--- src/rtl/ovf_alu_pkg.sv ---
package ovf_alu_pkg;
  typedef enum logic [3:0] {
    OP_NONE = 4'h0,
    OP_COPY = 4'h1,
    OP_ADD  = 4'h2,
    OP_SUB  = 4'h3,
    OP_MUL  = 4'h4,
    OP_DIV  = 4'h5,
    OP_MOD  = 4'h6,
    OP_SHL  = 4'h7,
    OP_SHR  = 4'h8,
    OP_AND  = 4'h9,
    OP_OR   = 4'ha,
    OP_XOR  = 4'hb,
    OP_TEQ  = 4'hc,
    OP_TNE  = 4'hd,
    OP_TGT  = 4'he,
    OP_TBIT = 4'hf
  } alu_op_e;
endpackage

--- src/rtl/ovf_alu_addsub.sv ---
module ovf_alu_addsub #(
  parameter int W = 16
) (
  input  logic         subtract,
  input  logic [W-1:0] a,
  input  logic [W-1:0] b,
  output logic [W-1:0] res,
  output logic [W-1:0] ovf
);
  logic [W:0] sum_x;

  always_comb begin
    if (subtract) sum_x = {1'b0, a} - {1'b0, b};
    else          sum_x = {1'b0, a} + {1'b0, b};
    res = sum_x[W-1:0];
    if (!sum_x[W])     ovf = '0;
    else if (subtract) ovf = '1;
    else               ovf = {{(W-1){1'b0}}, 1'b1};
  end
endmodule

--- src/rtl/ovf_alu_muldiv.sv ---
module ovf_alu_muldiv #(
  parameter int W = 16
) (
  input  logic [W-1:0] a,
  input  logic [W-1:0] b,
  output logic [W-1:0] mul_lo,
  output logic [W-1:0] mul_hi,
  output logic [W-1:0] quo,
  output logic [W-1:0] quo_frac,
  output logic [W-1:0] rem
);
  localparam int W2 = 2 * W;

  logic [W2-1:0] prod;
  logic [W2-1:0] frac_q;
  logic          b_zero;

  assign b_zero = (b == '0);
  assign prod   = {{W{1'b0}}, a} * {{W{1'b0}}, b};
  assign mul_lo = prod[W-1:0];
  assign mul_hi = prod[W2-1:W];

  always_comb begin
    if (b_zero) begin
      quo    = '0;
      rem    = '0;
      frac_q = '0;
    end else begin
      quo    = a / b;
      rem    = a % b;
      frac_q = {a, {W{1'b0}}} / {{W{1'b0}}, b};
    end
    quo_frac = frac_q[W-1:0];
  end
endmodule

--- src/rtl/ovf_alu_shift.sv ---
module ovf_alu_shift #(
  parameter int W = 16
) (
  input  logic         to_right,
  input  logic [W-1:0] a,
  input  logic [W-1:0] b,
  output logic [W-1:0] res,
  output logic [W-1:0] ovf
);
  localparam int W2 = 2 * W;
  localparam int SB = $clog2(W2);

  logic [W2-1:0] lstg [SB+1];
  logic [W2-1:0] rstg [SB+1];
  logic          too_far;

  assign lstg[0] = {{W{1'b0}}, a};
  assign rstg[0] = {a, {W{1'b0}}};
  assign too_far = |b[W-1:SB];

  for (genvar k = 0; k < SB; k++) begin : g_stage
    assign lstg[k+1] = b[k] ? (lstg[k] << (1 << k)) : lstg[k];
    assign rstg[k+1] = b[k] ? (rstg[k] >> (1 << k)) : rstg[k];
  end

  always_comb begin
    if (too_far) begin
      res = '0;
      ovf = '0;
    end else if (to_right) begin
      res = rstg[SB][W2-1:W];
      ovf = rstg[SB][W-1:0];
    end else begin
      res = lstg[SB][W-1:0];
      ovf = lstg[SB][W2-1:W];
    end
  end
endmodule

--- src/rtl/ovf_alu_logic.sv ---
module ovf_alu_logic #(
  parameter int W = 16
) (
  input  ovf_alu_pkg::alu_op_e op,
  input  logic [W-1:0]         a,
  input  logic [W-1:0]         b,
  output logic [W-1:0]         res,
  output logic                 pass
);
  import ovf_alu_pkg::*;

  always_comb begin
    unique case (op)
      OP_COPY: res = b;
      OP_AND:  res = a & b;
      OP_OR:   res = a | b;
      OP_XOR:  res = a ^ b;
      default: res = '0;
    endcase
    unique case (op)
      OP_TEQ:  pass = (a == b);
      OP_TNE:  pass = (a != b);
      OP_TGT:  pass = (a > b);
      OP_TBIT: pass = |(a & b);
      default: pass = 1'b0;
    endcase
  end
endmodule

--- src/rtl/ovf_alu.sv ---
module ovf_alu #(
  parameter int W = 16
) (
  input  logic [3:0]   op,
  input  logic [W-1:0] a,
  input  logic [W-1:0] b,
  output logic [W-1:0] res,
  output logic         wr_en,
  output logic         ovf_upd,
  output logic [W-1:0] ovf_new,
  output logic         test_pass
);
  import ovf_alu_pkg::*;

  alu_op_e       opc;
  logic [W-1:0]  as_res, as_ovf;
  logic [W-1:0]  mul_lo, mul_hi, quo, quo_frac, rem;
  logic [W-1:0]  sh_res, sh_ovf;
  logic [W-1:0]  lg_res;

  assign opc = alu_op_e'(op);

  ovf_alu_addsub #(.W(W)) u_addsub (
    .subtract (opc == OP_SUB),
    .a        (a),
    .b        (b),
    .res      (as_res),
    .ovf      (as_ovf)
  );

  ovf_alu_muldiv #(.W(W)) u_muldiv (
    .a        (a),
    .b        (b),
    .mul_lo   (mul_lo),
    .mul_hi   (mul_hi),
    .quo      (quo),
    .quo_frac (quo_frac),
    .rem      (rem)
  );

  ovf_alu_shift #(.W(W)) u_shift (
    .to_right (opc == OP_SHR),
    .a        (a),
    .b        (b),
    .res      (sh_res),
    .ovf      (sh_ovf)
  );

  ovf_alu_logic #(.W(W)) u_logic (
    .op   (opc),
    .a    (a),
    .b    (b),
    .res  (lg_res),
    .pass (test_pass)
  );

  always_comb begin
    res     = '0;
    wr_en   = 1'b0;
    ovf_upd = 1'b0;
    ovf_new = '0;
    unique case (opc)
      OP_COPY, OP_AND, OP_OR, OP_XOR: begin
        res   = lg_res;
        wr_en = 1'b1;
      end
      OP_ADD, OP_SUB: begin
        res = as_res; wr_en = 1'b1; ovf_upd = 1'b1; ovf_new = as_ovf;
      end
      OP_MUL: begin
        res = mul_lo; wr_en = 1'b1; ovf_upd = 1'b1; ovf_new = mul_hi;
      end
      OP_DIV: begin
        res = quo; wr_en = 1'b1; ovf_upd = 1'b1; ovf_new = quo_frac;
      end
      OP_MOD: begin
        res = rem; wr_en = 1'b1;
      end
      OP_SHL, OP_SHR: begin
        res = sh_res; wr_en = 1'b1; ovf_upd = 1'b1; ovf_new = sh_ovf;
      end
      default: begin
        res = '0;
      end
    endcase
  end
endmodule

--- config.mk ---
export PLATFORM = sky130hd
export DESIGN_NAME = ovf_alu
export DESIGN_NICKNAME = d
export VERILOG_FILES = /design/src/rtl/ovf_alu_pkg.sv /design/src/rtl/ovf_alu_addsub.sv /design/src/rtl/ovf_alu_muldiv.sv /design/src/rtl/ovf_alu_shift.sv /design/src/rtl/ovf_alu_logic.sv /design/src/rtl/ovf_alu.sv
export SDC_FILE = /design/constraint.sdc
export NUM_CORES = 2
export LEC_CHECK = 0
export BUFFER_PORTS_ARGS = -buffer_cell sky130_fd_sc_hd__buf_2
export CORE_MARGIN = 2
export CORE_UTILIZATION = 56
export DETAILED_ROUTE_END_ITERATION = 6
export PLACE_DENSITY_LB_ADDON = 0.25
export SYNTH_ARGS = -nofsm -noshare
export SYNTH_HDL_FRONTEND = slang
export SYNTH_SLANG_ARGS = --single-unit
--- constraint.sdc ---
create_clock -name vclk -period 254.2
set_clock_uncertainty 0.2 [all_clocks]
set_input_delay 25.42 -clock vclk [all_inputs]
set_output_delay 25.42 -clock vclk [all_outputs]
set_load 0.05 [all_outputs]
After elaboration in Yosys (flattened, before gate mapping)
Cells that the tools add are included.
Cells by class
  mux-type cells: 26
  $mul: 1
  bitwise operators: 3
  order comparisons: 1
  divide/modulo/power cells: 3
  reductions and logical operators: 8
  equality and inequality tests: 17
  add/sub/neg operators: 2
Operator list (count)
  32-bit 2-to-1 mux: 9
  16-bit 2-to-1 mux: 9
  16-bit case mux with 4 select lines: 2
  16-bit case mux with 6 select lines: 1
  17-bit 2-to-1 mux: 2
  32-bit by 16-bit divider with 32-bit output: 1
  4-bit equality test (second input constant): 8
  16-bit by 16-bit multiplier with 32-bit output: 1
  11-bit OR reduction: 2
  16-bit by 16-bit adder with 17-bit output: 1
  16-bit by 16-bit subtractor with 17-bit output: 1
  16-bit bitwise AND: 1
  16-bit by 16-bit divider with 16-bit output: 1
  16-bit equality test: 1
  4-bit by 3-bit equality test with 1-bit output (second input constant): 4
  16-bit > comparator: 1
  16-bit logical NOT: 1
  16-bit by 16-bit modulo with 16-bit output: 1
  16-bit != test: 1
  16-bit OR: 1
  16-bit OR reduction: 1
  16-bit bitwise XOR: 1
  4-bit by 2-bit equality test with 1-bit output (second input constant): 2
  6-bit OR reduction: 1
  5 further kinds: 7
Storage, ports and cells
  input bits: 36
  output and inout bits: 35
  logic and storage cells: 61
  register bits after elaboration: 0

Longest topological paths before layout
  depth after elaboration: 8
  mapped depth: 453

Modules after synthesis
From an unflattened synthesis, not the netlist that was laid out.
Second synthesis, totals
  cells, all modules: 6429
  area, all modules: 46208.1 um2
Modules (own cells, without submodules)
  ovf_alu_muldiv: instances 1, seq. area each 0.0 um2, cells each 5457, area an instance 38973.6 um2
  ovf_alu_shift: instances 1, seq. area each 0.0 um2, cells each 365, area an instance 2834.0 um2
  ovf_alu: instances 1, seq. area each 0.0 um2, cells each 271, area an instance 1925.6 um2
  ovf_alu_logic: instances 1, seq. area each 0.0 um2, cells each 168, area an instance 1290.0 um2
  ovf_alu_addsub: instances 1, seq. area each 0.0 um2, cells each 168, area an instance 1184.9 um2

Worst setup path after synthesis
OpenSTA, ideal clock, no wires.
  path kind: input port to output port
  start point: in b[0]
  end point: out ovf_new[0]
  path buffers: 46
  stages on the path: 432
  setup slack: 116.662 ns
  required time: 228.580 ns
  arrival time: 111.918 ns
  cells stage by stage: clkbuf_1 -> clkbuf_1 -> inv_1 -> clkbuf_1 -> clkbuf_1 -> buf_1 -> clkbuf_1 -> ha_1 -> a21oi_1 -> a21oi_1 -> ha_1 -> o21a_1 -> o21ai_0 -> nor2_1 -> o21a_1 -> ha_1 -> o211ai_1 -> a31o_2 -> (+396 left out) -> a21oi_1 -> nand2_1 -> nor4b_4 -> nand4_2 -> nor3_4 -> nand2_2 -> buf_6 -> mux2_4 -> ha_1 -> nand4_1 -> or2_2 -> nor4_1 -> inv_1 -> nand2_1 -> nor4bb_1 -> nand2_1 -> o211ai_2 -> a41oi_1
Between the ends
  word-level cells in the longest chain between the ends: 8
  elaborated cells between the ends (all ways): 21
RTL lines
  start: declaration: line ovf_alu.sv:6  | input logic [W-1:0] b,
  branches (longest 7 deep; another with 32-bit by 16-bit divider with 32-bit output)
  16-bit case mux with 4 select lines (*): line ovf_alu.sv:62  | unique case (opc)
  end: declaration: line ovf_alu.sv:10  | output logic [W-1:0] ovf_new,
Every way passes the cells marked *.

Final worst setup path
  start point: in b[15]
  end point: out ovf_new[0]
Between the ends
  word-level cells in the longest chain between the ends: 4
  elaborated cells between the ends (all ways): 11
RTL lines (line)
  branches (longest 3 deep; another with 32-bit by 16-bit divider with 32-bit output)
  16-bit case mux with 4 select lines (*): ovf_alu.sv:62
Marked as above.

==> impl_metrics.ini <==
[outcome]
outcome = finished clean

[setup_path]
crit_arrival_ns = 117.46
crit_buf_inv = 18
startpoint_type = input pin
critical_path.max_stage_delay_ns = 1.01
cp-end-kind = output port
critical-path-top-cell-by-count = o21a_1
crit_type = input pin to output port
worst-path-stages = 399
cpLargestDelayFamily = compound AO/OA/AOI/OAI gates
critPathRequiredTime_ns = 228.58
highest_delay_cell_along_the_critical_path = o311ai_1
cp_max_fo = 35

[synthesis]
synthesis.yosys.warnings = 0
post-synth-top-area-fraction = 0.195
synth.net_count = 6885
post_synth_instance_area_sq_um = 42600
synth_area_leaders = ha_1, fa_1, a21oi_1
synth-seq-area-share = 0
post-synth-top-area-cell = ha_1
netlist-cell-type-count = 130
synth_cells = 5986
synthesis.area_per_instance_sq_um = 7.12

[die]
floorplan.rows = 101
fp.dieArea_sq_um = 78300
ios = 71
core_area_sq_um = 75600
die_height_um = 280
dieWidth_um = 280
starting_density_of_the_core = 0.564

[global_routing]
groute.usage.overall = 0.378
global_route.overflow_total = 0
via_count_of_the_first_global_routing_pass = 43000
initial_antenna_violation_count = 3
grt_start_max_net_pins = 60
grt_first_pass_wirelength_um = 239000

[cells_and_area]
seq_area_sq_um = 0
clock_buffers = 0
mostFrequentLayoutCells = ha_1, nor2_1, nand2_1
final_nets = 6796
syn_to_final_growth_pct = 3.13
antenna_cells_inserted = 0
commonest_non_fill_non_tap_cell_in_the_layout = ha_1
n_sequential_cell = 0
final.fill_count = 7279
multi_input_comb_area_sq_um = 40200
drive_above_1_share = 0.0797

[placed_design]
port_buffers = 71
post-dp-hpwl_um = 118000
gp_congestion = 1.06

[timing]
fin_crit_ns = 143.08
relSlewSlack = 0.148
max_freq_mhz = 6.99
period_share = 0.563
setup_repair_after_global_routing_missed_its_margin = no
max_slew_vio_count = 0
timing.final.setup_violations = 0
final-hold-violation-count = 0
worst_slew_pin_slew_ns = 1.26
setup_total_negative_slack_ns = 0

[flow_run]
maxCapViolations = 0

[route]
via_count = 46000
detail-route-antenna-nets = 0
remaining_drc_errors = 0
drt_wirelength_um = 153000
drt-initial-drc-count = 4668
viasPerCell = 6.69
first_pass_iters = 6
drt-wirelength-per-cell_um = 22.3

[min_path]
worstHoldPathType = input pin to output port
worstHoldPathCells = 3

[clock_tree]
cts_repair_resize_count = 0
hold_buffers = 0
cts_setup_buffers = 0
-- cell usage after synthesis (58+ instances only) --
| cell type | number |
|---|---|
| o21a_1 | 233 |
| inv_1 | 385 |
| nand2_1 | 577 |
| o21ai_0 | 318 |
| nand2b_1 | 101 |
| nand3_1 | 112 |
| mux2i_1 | 58 |
| xnor2_1 | 220 |
| nor3_1 | 233 |
| fa_1 | 198 |
| a21o_1 | 182 |
| o211ai_1 | 60 |
| o31ai_1 | 128 |
| nor2_1 | 594 |
| or2_2 | 60 |
| nand4_1 | 62 |
| mux2_2 | 100 |
| xor2_1 | 97 |
| a21oi_1 | 450 |
| ha_1 | 665 |
| clkbuf_1 | 201 |
-- final timing paths --
path                endpoint   from  slack (ns)
setup / recovery  ovf_new[0]  b[15]      111.12
hold / removal       ovf_upd  op[3]       51.21
-- final cells by class --
class | count | area share
timing repair buffer | 160 | 0.0236
inverter | 393 | 0.0337
multi-input combinational | 5342 | 0.915
tap | 978 | 0.0279
-- kinds of logic after synthesis --
kind of cell | count (synthesis) | share of synthesized area
AO/OA/AOI/OAI | 1882 | 0.297
AND/OR/NAND/NOR | 2091 | 0.237
adder cells (fa/ha/maj) | 863 | 0.288
buffers and inverters | 644 | 0.0580
multiplexers | 188 | 0.0540
XOR/XNOR | 318 | 0.0656
-- metal layers --
layer | track usage | vias up | routed length [um]
li1 | - | 21700 | -
met1 | 0.517 | 21400 | 65200
met2 | 0.590 | 2319 | 64000
met3 | 0.0590 | 467 | 15900
met4 | 0.158 | 6 | 7920
met5 | 0 | - | 37
-- metrics by stage --
step / cells / setup WS (ns) / hold slack [ns] / instance area, sq um / util
floorplan: 5986 / 116.66 / 51.04 / 42600 / -
finish: 6873 / 111.12 / 51.21 / 43900 / 0.581
CTS: 6873 / 112.39 / 51.18 / 43900 / 0.581
global route: 6873 / 103.42 / 51.22 / 43900 / 0.581
detailed placement: 6873 / 112.69 / 51.18 / 43900 / 0.581
global placement: 6873 / 115.21 / 51.16 / 43900 / 0.581
Power is left out: the tool's default activity adds up to more than one toggle a clock period on the data nets, which glitch-free logic cannot reach.
